File: config.mk
export PLATFORM = sky130hd
export DESIGN_NAME = ulf_forward
export DESIGN_NICKNAME = d
export VERILOG_FILES = /design/src/rtl/ulf_pkg.sv /design/src/rtl/ulf_ctrl.sv /design/src/rtl/ulf_match.sv /design/src/rtl/ulf_dpath.sv /design/src/rtl/ulf_forward.sv
export SDC_FILE = /design/constraint.sdc
export NUM_CORES = 1
export LEC_CHECK = 0
export BUFFER_PORTS_ARGS = -buffer_cell sky130_fd_sc_hd__buf_2
export CAP_MARGIN = 10
export CORE_AREA = 2 2 178 180
export DETAILED_ROUTE_END_ITERATION = 10
export DIE_AREA = 0 0 180 182
export PLACE_DENSITY_LB_ADDON = 0.08
export SKIP_CTS_REPAIR_TIMING = 1
export SLEW_MARGIN = 15
export SYNTH_ARGS = -nofsm -noshare
export SYNTH_HDL_FRONTEND = slang
export SYNTH_HIERARCHICAL = 1
export SYNTH_SLANG_ARGS = --single-unit
File: constraint.sdc
create_clock -name clk -period 1.96 [get_ports clk]
set_input_delay 0.196 -clock clk [delete_from_list [all_inputs] [get_ports clk]]
set_output_delay 0.196 -clock clk [all_outputs]
set_load 0.1 [all_outputs]
File: src/rtl/ulf_pkg.sv
package ulf_pkg;

  typedef struct packed {
    logic captureReq;
    logic captureOut;
  } fwdStrobe_t;

endpackage

File: src/rtl/ulf_ctrl.sv
module ulf_ctrl
  import ulf_pkg::*;
(
  input  logic       clk,
  input  logic       rstN,
  input  logic       ldValid,
  output fwdStrobe_t strobe
);

  logic s1Valid;

  always_ff @(posedge clk) begin
    if (!rstN) s1Valid <= 1'b0;
    else       s1Valid <= ldValid;
  end

  always_comb begin
    strobe.captureReq = ldValid & rstN;
    strobe.captureOut = s1Valid;
  end

endmodule

File: src/rtl/ulf_match.sv
module ulf_match #(
  parameter int ADDR_W = 16,
  parameter int BYTES  = 8
) (
  input  logic              entryValid,
  input  logic              entryStore,
  input  logic [ADDR_W-1:0] entryAddr,
  input  logic [BYTES-1:0]  entryMask,
  input  logic [ADDR_W-1:0] ldAddr,
  input  logic [BYTES-1:0]  ldMask,
  output logic              hit
);

  localparam int OFF_W = $clog2(BYTES);

  logic blockEq;
  logic laneOverlap;

  always_comb begin
    blockEq     = (entryAddr[ADDR_W-1:OFF_W] == ldAddr[ADDR_W-1:OFF_W]);
    laneOverlap = |(entryMask & ldMask);
    hit         = entryValid & entryStore & blockEq & laneOverlap;
  end

endmodule

File: src/rtl/ulf_dpath.sv
module ulf_dpath
  import ulf_pkg::*;
#(
  parameter int NUM_ENTRIES = 4,
  parameter int ADDR_W      = 16,
  parameter int BYTES       = 8
) (
  input  logic                           clk,
  input  logic                           rstN,
  input  fwdStrobe_t                     strobe,
  input  logic [ADDR_W-1:0]              ldAddr,
  input  logic [BYTES-1:0]               ldMask,
  input  logic [NUM_ENTRIES-1:0]         entryValid,
  input  logic [NUM_ENTRIES-1:0]         entryStore,
  input  logic [NUM_ENTRIES-1:0]         entryYoung,
  input  logic [NUM_ENTRIES*ADDR_W-1:0]  entryAddr,
  input  logic [NUM_ENTRIES*BYTES-1:0]   entryMask,
  input  logic [NUM_ENTRIES*BYTES*8-1:0] entryData,
  output logic                           fwdValid,
  output logic [BYTES-1:0]               fwdMask,
  output logic [BYTES*8-1:0]             fwdData
);

  localparam int WORD_W = BYTES * 8;

  logic [NUM_ENTRIES-1:0] hitNow;
  logic [NUM_ENTRIES-1:0] matchS1;
  logic [BYTES-1:0]       maskS1;
  logic [BYTES-1:0]       mergedMask;
  logic [WORD_W-1:0]      mergedData;

  // Stage 1: one comparator per entry
  for (genvar e = 0; e < NUM_ENTRIES; e++) begin : g_cmp
    ulf_match #(.ADDR_W(ADDR_W), .BYTES(BYTES)) u_match (
      .entryValid (entryValid[e]),
      .entryStore (entryStore[e]),
      .entryAddr  (entryAddr[e*ADDR_W +: ADDR_W]),
      .entryMask  (entryMask[e*BYTES +: BYTES]),
      .ldAddr     (ldAddr),
      .ldMask     (ldMask),
      .hit        (hitNow[e])
    );
  end

  always_ff @(posedge clk) begin
    if (!rstN) begin
      matchS1 <= '0;
      maskS1  <= '0;
    end else if (strobe.captureReq) begin
      matchS1 <= hitNow;
      maskS1  <= ldMask;
    end else begin
      matchS1 <= '0;
      maskS1  <= '0;
    end
  end

  // Stage 2: lane merge, younger entry overlays older
  for (genvar b = 0; b < BYTES; b++) begin : g_lane
    logic       youngHit;
    logic       oldHit;
    logic [7:0] youngByte;
    logic [7:0] oldByte;

    always_comb begin
      youngHit  = 1'b0;
      oldHit    = 1'b0;
      youngByte = '0;
      oldByte   = '0;
      for (int e = 0; e < NUM_ENTRIES; e++) begin
        if (matchS1[e] && entryMask[e*BYTES + b]) begin
          if (entryYoung[e]) begin
            youngHit  = 1'b1;
            youngByte = youngByte | entryData[e*WORD_W + b*8 +: 8];
          end else begin
            oldHit  = 1'b1;
            oldByte = oldByte | entryData[e*WORD_W + b*8 +: 8];
          end
        end
      end
      mergedMask[b] = maskS1[b] & (youngHit | oldHit);
      if (!mergedMask[b])  mergedData[b*8 +: 8] = 8'h00;
      else if (youngHit)   mergedData[b*8 +: 8] = youngByte;
      else                 mergedData[b*8 +: 8] = oldByte;
    end
  end

  always_ff @(posedge clk) begin
    if (!rstN || !strobe.captureOut) begin
      fwdValid <= 1'b0;
      fwdMask  <= '0;
      fwdData  <= '0;
    end else begin
      fwdValid <= |mergedMask;
      fwdMask  <= mergedMask;
      fwdData  <= mergedData;
    end
  end

endmodule

File: src/rtl/ulf_forward.sv
module ulf_forward
  import ulf_pkg::*;
#(
  parameter int NUM_ENTRIES = 4,
  parameter int ADDR_W      = 16,
  parameter int BYTES       = 8
) (
  input  logic                           clk,
  input  logic                           rstN,
  input  logic                           ldValid,
  input  logic [ADDR_W-1:0]              ldAddr,
  input  logic [BYTES-1:0]               ldMask,
  input  logic [NUM_ENTRIES-1:0]         entryValid,
  input  logic [NUM_ENTRIES-1:0]         entryStore,
  input  logic [NUM_ENTRIES-1:0]         entryYoung,
  input  logic [NUM_ENTRIES*ADDR_W-1:0]  entryAddr,
  input  logic [NUM_ENTRIES*BYTES-1:0]   entryMask,
  input  logic [NUM_ENTRIES*BYTES*8-1:0] entryData,
  output logic                           fwdValid,
  output logic [BYTES-1:0]               fwdMask,
  output logic [BYTES*8-1:0]             fwdData
);

  fwdStrobe_t strobe;

  ulf_ctrl u_ctrl (
    .clk     (clk),
    .rstN    (rstN),
    .ldValid (ldValid),
    .strobe  (strobe)
  );

  ulf_dpath #(
    .NUM_ENTRIES (NUM_ENTRIES),
    .ADDR_W      (ADDR_W),
    .BYTES       (BYTES)
  ) u_dpath (
    .clk        (clk),
    .rstN       (rstN),
    .strobe     (strobe),
    .ldAddr     (ldAddr),
    .ldMask     (ldMask),
    .entryValid (entryValid),
    .entryStore (entryStore),
    .entryYoung (entryYoung),
    .entryAddr  (entryAddr),
    .entryMask  (entryMask),
    .entryData  (entryData),
    .fwdValid   (fwdValid),
    .fwdMask    (fwdMask),
    .fwdData    (fwdData)
  );

endmodule

==> flow_summary_export.csv, run 1 <==
group,metric,value,unit
timing,hold_viol,0,
cts,clk_pin_slew_worst_paths,0.07,ns
floorplanning,coreArea,0.0310,mm²
job,drv_cap,0,
critical_path,cp_max_fo,9,
floorplanning,ioPinCount,464,
floorplanning,fp.dieArea,0.0328,mm²
floorplanning,start_util,23.4,%
cts,h-tree-depth,3,
cts,cts_tree,"built",
status,status,"finished clean",
final_layout,final_util,33.8,%
min_path,hold_class,"in -> reg",
routing,wl,36.3,mm
routing,drtIter0Drc,397,
pwr,peakVddDrop,0.422,mV
timing,setup_violations,0,
logic_synthesis,synth_cells,767,
cts,cts_root_buffer,"clkbuf_16",
critical_path,path_class,"reg -> reg",
timing,drv_slew,0,
logic_synthesis,syn_nets,1158,
pwr,p_per_area,428,mW/mm²
routing,drc,0,
logic_synthesis,ys_warn_count,6,
logic_synthesis,syn-cell-area,0.00724,mm²
cts,clock_latency,0.36,ns
routing,drtPass1Iterations,4,
min_path,worstHoldStart,"ldValid",
logic_synthesis,avgSynthCellArea,9.44,µm²
placement,io_buffers,448,
global_route,grt_usage,21.5,%
timing,clock_skew,0.0130,ns
global_route,grt_pass1_vias,9139,
routing,vias_per_cell,5.25,
final_layout,area_growth,44.5,%
timing,relSlewSlack,65.5,%
global_route,grt_max_degree,17,
logic_synthesis,ys_seq_area_share,23.8,%
critical_path,required,2.23,ns
placement,post-dp-hpwl,29.1,mm
global_route,overflow,0,
placement,place_congestion,0.824,
pwr,power_leakage,4.61,nW
final_layout,num-nets-final,1623,
final_layout,drive_gt1_share,50.7,%
floorplanning,die_x,180,µm
critical_path,worst_setup_path_start_kind,"register",
global_route,grt_pass1_wl,54.4,mm
timing,finalCriticalPeriod,1.77,ns
timing,post-route-period-util,90.2,%
critical_path,critPathLaunch,"u_dpath/matchS1[0]$_SDFF_PN0_",
cts,cts_buffers,9,
timing,worst_pin_slew,0.521,ns
timing,fin_tns_setup,0,ns
global_route,antenna_found_initial,10,
logic_synthesis,synth_seq_cells,86,
cts,clock_sinks,86,
floorplanning,std_cell_rows,65,
floorplanning,fp.dieH,182,µm
routing,detail-route-antenna-nets,0,
logic_synthesis,ys_types,28,
timing,max_freq,0.565,GHz
critical_path,r2r-start,"u_dpath/matchS1[0]$_SDFF_PN0_",
routing,dr_total_vias,8638,
cts,cts_buffer_depth,2,
timing,hold_slack,0.0578,ns
critical_path,cp.arrival,2.04,ns
routing,wl_per_cell,22.1,µm
critical_path,end_kind,"register",
timing,grt_setup_unrepaired,"no",
[cells in the mapped netlist]
| cell | number | area share (%) |
|---|---|---|
| a21bo_1 | 8 | 1.1 |
| a21oi_1 | 1 | 0.069 |
| a221oi_1 | 4 | 0.48 |
| a22o_1 | 132 | 16 |
| a22oi_1 | 136 | 14 |
| a31oi_1 | 4 | 0.35 |
| a31oi_2 | 64 | 11 |
| and2_1 | 2 | 0.17 |
| and3_1 | 44 | 3.8 |
| and3b_1 | 32 | 3.9 |
| and4_1 | 2 | 0.24 |
| buf_2 | 4 | 0.28 |
| buf_4 | 48 | 5.0 |
| buf_6 | 12 | 1.9 |
| clkbuf_1 | 2 | 0.10 |
| clkbuf_2 | 17 | 1.2 |
| dfxtp_1 | 86 | 24 |
| inv_1 | 5 | 0.26 |
| inv_2 | 3 | 0.16 |
| nand2_1 | 1 | 0.052 |
| nand3_1 | 4 | 0.28 |
| nand4_1 | 12 | 1.0 |
| nor4_1 | 8 | 0.69 |
| nor4_4 | 8 | 2.3 |
| o21ai_0 | 64 | 4.4 |
| or2_1 | 8 | 0.69 |
| or4_1 | 4 | 0.41 |
| xnor2_1 | 52 | 6.3 |
[final timing paths]
kind	end	slack (ns)	depth (start not counted)
max reg2reg	u_dpath/fwdData[5]$_SDFF_PP0_	0.19	7
max	u_dpath/fwdData[5]$_SDFF_PP0_	0.19	7
min	u_ctrl/s1Valid$_SDFF_PN0_	0.06	2
min reg2reg	u_dpath/fwdValid$_SDFF_PP0_	0.72	2
[power breakdown]
part | internal, W | total [W] | switching (W)
Sequential | 0.00175 | 0.00175 | 0.00000125
Combinational | 0.000374 | 0.000733 | 0.000358
Clock | 0.00116 | 0.00199 | 0.000832
[cell usage in the layout (no fill, tap or decap)]
| cell type | synthesis | final |
|---|---|---|
| dfxtp_1 | 86 | 86 |
| or4_1 | 4 | 4 |
| inv_2 | 3 | 3 |
| a31oi_2 | 64 | 64 |
| or2_1 | 8 | 8 |
| diode_2 | 0 | 7 |
| clkbuf_1 | 2 | 1 |
| a31oi_1 | 4 | 4 |
| nand4_1 | 12 | 12 |
| clkinv_2 | 0 | 1 |
| buf_12 | 0 | 6 |
| clkbuf_16 | 0 | 9 |
| and3b_1 | 32 | 32 |
| nor4_1 | 8 | 8 |
| nand2_1 | 1 | 1 |
| a22o_1 | 132 | 132 |
| a221oi_1 | 4 | 4 |
| and2_1 | 2 | 2 |
| buf_4 | 48 | 83 |
| a21bo_1 | 8 | 8 |
| nor4_4 | 8 | 8 |
| and3_1 | 44 | 44 |
| bufinv_16 | 0 | 2 |
| a21oi_1 | 1 | 1 |
| buf_2 | 4 | 448 |
| xnor2_1 | 52 | 52 |
| o21ai_0 | 64 | 64 |
| inv_1 | 5 | 5 |
| clkinv_4 | 0 | 2 |
| nand3_1 | 4 | 4 |
| a22oi_1 | 136 | 136 |
| and4_1 | 2 | 2 |
| clkbuf_8 | 0 | 1 |
[flip-flops by register name, summed over array words and instances (netlist names)]
signal,flops
u_dpath/matchS1,4
u_ctrl/s1Valid,1
u_dpath/maskS1,8
u_dpath/fwdMask,8
u_dpath/fwdValid,1
u_dpath/fwdData,64
[kinds of logic after synthesis]
logic type | count (synthesis) | synth area share (%)
compound gates | 413 | 47.5
xor+xnor | 52 | 6.29
buf+inv | 91 | 8.81
flops | 86 | 23.8
simple gates | 125 | 13.6
[critical path, cell delays in order (launching register included)]
cell and delay (ns):
dfxtp_1 0.43, buf_4 0.18, and3_1 0.25, nor4_4 0.07
a21bo_1 0.19, or2_1 0.25, buf_12 0.16, a31oi_2 0.15
[metrics by stage]
| stage | instances | power (W) | worst slack, ns | area [µm²] |
|---|---|---|---|---|
| floorplan | 767 | 0.00195 | 0.333 | 7240 |
| global placement | 1623 | 0.00252 | 0.205 | 10100 |
| detailed placement | 1623 | 0.00253 | 0.217 | 10100 |
| CTS | 1639 | 0.00457 | 0.186 | 10400 |
| global route | 1645 | 0.00469 | 0.0895 | 10500 |
| finish | 1646 | 0.00447 | 0.191 | 10500 |
[area by class of cell]
class	count	area [µm²]
repair buffers	537	2990
multi-input cells	590	4880
inverters	8	30.0
flip-flops and latches	86	1720
diodes	7	17.5
clock buffers	11	243
fillers	3356	20500
clock inverters	5	82.6
well taps	402	503
[routing by layer]
layer,track usage (%),share of wire (%),up-vias
li1,-,-,4073
met1,26.3,42,4124
met2,38.2,50,403
met3,4.29,6.4,34
met4,5.76,1.4,4
met5,0,0.074,-
Note: power is estimated with default switching activity, not from simulation.
==> inputs of run 2 (changes only) <==
- CTS_CLUSTER_SIZE: default -> 24
- clock period: 1.96 -> 1.5 ns (I/O delays scaled with it)
==> run 2 against run 1 <==
- the flow now finishes with violations (setup timing)
- critical path depth stayed put
- routed wire length rose by 0.63%
- critical path type unchanged
- worst setup slack got worse by 0.32 ns
- largest cell class unchanged
- register-to-register slack worse by 0.32 ns
- total power rose by 28%
- maximum frequency rose by 8.5%
==> flow_summary_export.csv, run 2 (synthesized netlist as in run 1, its figures left out) <==
group,metric,value,unit
status,status,"complete, but fails checks",
status,violations,"setup timing",
routing,drtIter0Drc,359,
timing,relSlewSlack,65.7,%
timing,layout_setup_ws,-0.129,ns
routing,wl,36.5,mm
timing,max_freq,0.614,GHz
critical_path,timing.critical_path.buf_inv,2,
final_layout,fin_cells,1667,
pwr,p_seq_share,40.0,%
cts,clk_pin_slew_worst_paths,0.07,ns
critical_path,cp_max_fo,9,
global_route,antenna_found_initial,11,
cts,cts_buffers,9,
final_layout,area_growth,51.2,%
routing,drc,0,
job,drv_cap,0,
final_layout,mostFrequentLayoutCell,"buf_2",
placement,place_congestion,0.859,
pwr,swShare,27.8,%
critical_path,worst_setup_path_start_kind,"register",
final_layout,final_util,35.3,%
critical_path,end_kind,"register",
floorplanning,start_util,23.4,%
timing,finalCriticalPeriod,1.63,ns
floorplanning,ioPinCount,464,
floorplanning,coreArea,0.0310,mm²
timing,post-route-period-util,109,%
routing,detail-route-antenna-nets,0,
placement,dp_cells,1637,
routing,drtPass1Iterations,5,
critical_path,critPathMaxStageDelay,0.36,ns
final_layout,layout_common_cells,"buf_2 (448), a22oi_1 (136), a22o_1 (132)",
critical_path,required,1.79,ns
global_route,grt_max_degree,17,
cts,clock_sinks,86,
pwr,p_int,0.00413,W
routing,vias_per_cell,5.22,
critical_path,path_class,"reg -> reg",
timing,setup_violations,71,
cts,clock_latency,0.37,ns
final_layout,drive_gt1_share,56.6,%
placement,place_worst_setup_slack,-0.208,ns
cts,cts_tree,"built",
critical_path,cp.arrival,1.92,ns
timing,drv_slew,0,
routing,wl_per_cell,21.9,µm
floorplanning,fp.dieH,182,µm
pwr,power_frac_clock,42.9,%
global_route,grt_pass1_wl,54.0,mm
pwr,combPwrFrac,17.1,%
timing,hold_slack,0.00433,ns
final_layout,fillerInstances,3295,
critical_path,crit_path_cell_trace,"buf_4, and3b_1, nor4_2, a21bo_1, or2_1, buf_12, a31oi_2",
final_layout,reg.largest.list,"u_dpath/fwdData (64), u_dpath/fwdMask (8), u_dpath/maskS1 (8)",
cts,cts_root_buffer,"clkbuf_16",
pwr,p_per_area,522,mW/mm²
global_route,overflow,0,
global_route,grt_pass1_vias,9135,
placement,post-dp-hpwl,29.2,mm
final_layout,regMostFlops,"u_dpath/fwdData",
final_layout,largest_register_ffs,64,
timing,grt_setup_unrepaired,"yes",
floorplanning,std_cell_rows,65,
pwr,power_switching,0.00159,W
final_layout,num-nets-final,1643,
cts,cts_buffer_depth,2,
floorplanning,fp.dieArea,0.0328,mm²
placement,io_buffers,448,
routing,dr_total_vias,8699,
timing,clock_skew,0.00731,ns
pwr,power_leakage,4.72,nW
timing,hold_viol,0,
critical_path,cp_top_family,"simple AND/OR/NAND/NOR gates",
timing,worst_pin_slew,0.518,ns
critical_path,cp_slowest_cell,"dfxtp_2",
min_path,hold_class,"in -> reg",
cts,h-tree-depth,3,
pwr,peakVddDrop,0.500,mV
floorplanning,die_x,180,µm
global_route,grt_usage,21.3,%
## run 2: cell count changes in the layout (fill, tap and decap cells not counted), moves of 8 or more
cell	before	now
nor4_2	0	8
and3b_1	32	18
o21ai_0	64	50
o21ai_1	0	14
and3_2	0	8
nor4_1	8	0
and3_1	44	17
and3_4	0	19
and3b_2	0	14
## run 2: power by group through the flow
stage          clock, W  combinational [W]  sequential (W)
6_report        0.00245           0.000979         0.00229
3_5_place_dp          0           0.000982         0.00234
2_1_floorplan         0           0.000205         0.00234
3_3_place_gp          0           0.000980         0.00234
4_1_cts         0.00256           0.000985         0.00229
5_1_grt         0.00263            0.00107         0.00229
## run 2: final cells by class
cell class / instances / area [µm²] / area share [%]
multi-input combinational: 590 / 5080 / 46.4
clock inverter: 5 / 58.8 / 0.537
antenna: 8 / 20.0 / 0.183
sequential: 86 / 1730 / 15.8
inverter: 8 / 32.5 / 0.297
timing repair buffer: 557 / 3280 / 30.0
tap: 402 / 503 / 4.59
clock buffer: 11 / 243 / 2.22
## run 2: worst reg2reg max path: stages (launching register included)
cell and delay [ns]:
dfxtp_2 0.36, buf_4 0.14, and3b_1 0.23, nor4_2 0.07, a21bo_1 0.20, or2_1 0.26
buf_12 0.16, a31oi_2 0.14
## run 2: routing by layer
layer	part of all wire (%)	global-route usage (%)
met4	1.6	7.12
met2	51	38.9
met1	40	24.9
met5	0.11	0
met3	6.4	4.01
## run 2: final timing paths
| check | from | to | slack (ns) | cells after the start |
|---|---|---|---|---|
| worst max-delay path | u_dpath/matchS1[0]$_SDFF_PN0_ | u_dpath/fwdData[10]$_SDFF_PP0_ | -0.13 | 7 |
| worst min-delay path | ldValid | u_ctrl/s1Valid$_SDFF_PN0_ | 0.004 | 2 |
| worst max register to register | u_dpath/matchS1[0]$_SDFF_PN0_ | u_dpath/fwdData[10]$_SDFF_PP0_ | -0.13 | 7 |
| worst min register to register | u_ctrl/s1Valid$_SDFF_PN0_ | u_dpath/fwdValid$_SDFF_PP0_ | 0.64 | 3 |
## run 2: through the flow
| step | area (µm²) | total power (W) | TNS, ns |
|---|---|---|---|
| CTS | 10700 | 0.00584 | -13.23 |
| detailed placement | 10400 | 0.00333 | -12.36 |
| floorplan | 7390 | 0.00255 | -4.36 |
| finish | 11000 | 0.00572 | -4.42 |
| global route | 10900 | 0.00598 | -8.84 |
| global placement | 10400 | 0.00332 | -9.64 |
==> inputs of run 3 (changes only) <==
- PLACE_DENSITY_LB_ADDON: 0.08 -> 0.25
- TNS_END_PERCENT: default -> 20
==> run 3 against run 2 <==
- the flow still finishes with violations (setup timing)
- sequential share of layout area is 0.29 points higher
- worst hold slack improved by 0.0036 ns
- first-iteration DRC count up 29%
- clock skew is 0.0046 ns higher
- critical endpoint is now u_dpath/fwdValid$_SDFF_PP0_
- register-to-register slack worse by 0.08 ns
- cell count decreased by 0.42%
- worst setup slack worse by 0.078 ns
- sequential cell count unchanged
- via count rose by 2.7%
- critical path depth unchanged
==> flow_summary_export.csv, run 3 (synthesized netlist as in run 1, its figures left out) <==
group,metric,value,unit
status,status,"complete, but fails checks",
status,violations,"setup timing",
critical_path,required,1.72,ns
cts,clock_sinks,86,
final_layout,drive_gt1_share,53.6,%
global_route,antenna_found_initial,8,
timing,setup_violations,73,
routing,dr_total_vias,8934,
placement,post-dp-hpwl,29.6,mm
routing,wl_met1,14.5,mm
routing,dr.max_layer_used,"met5",
critical_path,end_kind,"register",
timing,max_freq,0.586,GHz
pwr,power_leakage,4.69,nW
routing,drc,0,
final_layout,num-nets-final,1638,
job,drv_cap,0,
timing,grt_setup_unrepaired,"yes",
routing,wl_met2,18.9,mm
final_layout,final_util,34.7,%
cts,cts_buffers,9,
routing,vias_per_cell,5.38,
placement,place_congestion,0.907,
cts,h-tree-depth,3,
final_layout,multi_input_area,0.00500,mm²
final_layout,mostFrequentLayoutCell,"buf_2",
routing,detail-route-antenna-nets,0,
timing,layout_setup_ws,-0.208,ns
floorplanning,coreArea,0.0310,mm²
global_route,grt_pass1_wl,54.6,mm
critical_path,critPathLaunch,"u_dpath/matchS1[0]$_SDFF_PN0_",
routing,wl,37.2,mm
floorplanning,die_x,180,µm
global_route,grt_pass1_vias,9151,
global_route,overflow,0,
pwr,p_seq_share,40.1,%
min_path,hold_class,"in -> reg",
critical_path,worst_setup_path_start_kind,"register",
critical_path,r2r-start,"u_dpath/matchS1[0]$_SDFF_PN0_",
placement,place_worst_setup_slack,-0.277,ns
timing,worst_pin_slew,0.544,ns
global_route,grt_max_degree,17,
routing,drtIter0Drc,463,
cts,clock_latency,0.36,ns
timing,drv_slew,0,
global_route,grt_usage,21.6,%
pwr,power_frac_clock,42.5,%
final_layout,regMostFlops,"u_dpath/fwdData",
final_layout,layout_common_cells,"buf_2 (448), a22oi_1 (136), a22o_1 (132)",
critical_path,cp_max_fo,16,
routing,wl_per_cell,22.4,µm
timing,relSlewSlack,64.0,%
cts,clk_pin_slew_worst_paths,0.08,ns
final_layout,largest_register_ffs,64,
final_layout,seq_area,0.00173,mm²
floorplanning,fp.dieH,182,µm
pwr,peakVddDrop,0.504,mV
timing,post-route-period-util,114,%
timing,hold_viol,0,
pwr,swShare,27.5,%
timing,finalCriticalPeriod,1.71,ns
cts,cts_tree,"built",
floorplanning,fp.dieArea,0.0328,mm²
floorplanning,std_cell_rows,65,
final_layout,area_growth,48.3,%
pwr,p_per_area,531,mW/mm²
cts,cts_root_buffer,"clkbuf_16",
pwr,combPwrFrac,17.4,%
pwr,power_switching,0.00157,W
cts,cts_buffer_depth,2,
floorplanning,start_util,23.4,%
critical_path,path_class,"reg -> reg",
final_layout,reg.largest.list,"u_dpath/fwdData (64), u_dpath/fwdMask (8), u_dpath/maskS1 (8)",
placement,io_buffers,448,
min_path,worstHoldStart,"ldValid",
timing,clock_skew,0.0119,ns
routing,wl_met3,2.85,mm
placement,dpl-instance-area,0.0103,mm²
critical_path,cp.arrival,1.93,ns
floorplanning,ioPinCount,464,
final_layout,stdcell_area,0.0107,mm²
final_layout,fillerInstances,3321,
routing,drtPass1Iterations,5,
pwr,p_int,0.00413,W
-- run 3: stage by stage --
step	std cells	power, W	setup TNS (ns)	hold WS [ns]
after floorplan	767	0.00255	-5.12	0.272
after global placement	1636	0.00333	-11.78	0.369
after detailed placement	1636	0.00333	-12.55	0.377
after CTS	1652	0.00580	-11.85	-0.0106
after global routing	1660	0.00595	-14.02	0.00823
final	1660	0.00570	-8.73	0.00795
-- run 3: worst paths after layout --
check / depth (start not counted) / slack, ns / to
max: 7 / -0.21 / u_dpath/fwdValid$_SDFF_PP0_
min: 2 / 0.008 / u_ctrl/s1Valid$_SDFF_PN0_
max reg2reg: 7 / -0.21 / u_dpath/fwdValid$_SDFF_PP0_
min reg2reg: 2 / 0.79 / u_dpath/fwdValid$_SDFF_PP0_
-- run 3: layout make-up --
class / instances / area share, %
Antenna cell: 6 / 0.140
Clock buffer: 14 / 2.74
Clock inverter: 2 / 0.117
Inverter: 8 / 0.280
Multi-Input combinational cell: 590 / 46.6
Sequential cell: 86 / 16.1
Tap cell: 402 / 4.68
Timing Repair Buffer: 552 / 29.3
-- run 3: metal layers --
layer / track usage (%) / vias to the layer above
li1: - / 4099
met1: 25.1 / 4293
met2: 38.9 / 484
met3: 4.61 / 54
met4: 7.71 / 4
met5: 0 / -
-- run 3: worst max-delay path, cell delays in order (launching register included) --
cell	delay [ns]
dfxtp_2	0.33
buf_12	0.15
and3_2	0.23
nor4_4	0.28
a21bo_1	0.21
buf_4	0.13
and4_1	0.19
a21oi_1	0.06
-- run 3: power groups by stage --
| stage | clock, W | sequential [W] | combinational (W) |
|---|---|---|---|
| CTS | 0.00252 | 0.00229 | 0.000991 |
| global placement | 0 | 0.00234 | 0.000983 |
| floorplan | 0 | 0.00234 | 0.000205 |
| finish | 0.00242 | 0.00229 | 0.000992 |
| detailed placement | 0 | 0.00234 | 0.000988 |
| global route | 0.00259 | 0.00229 | 0.00106 |
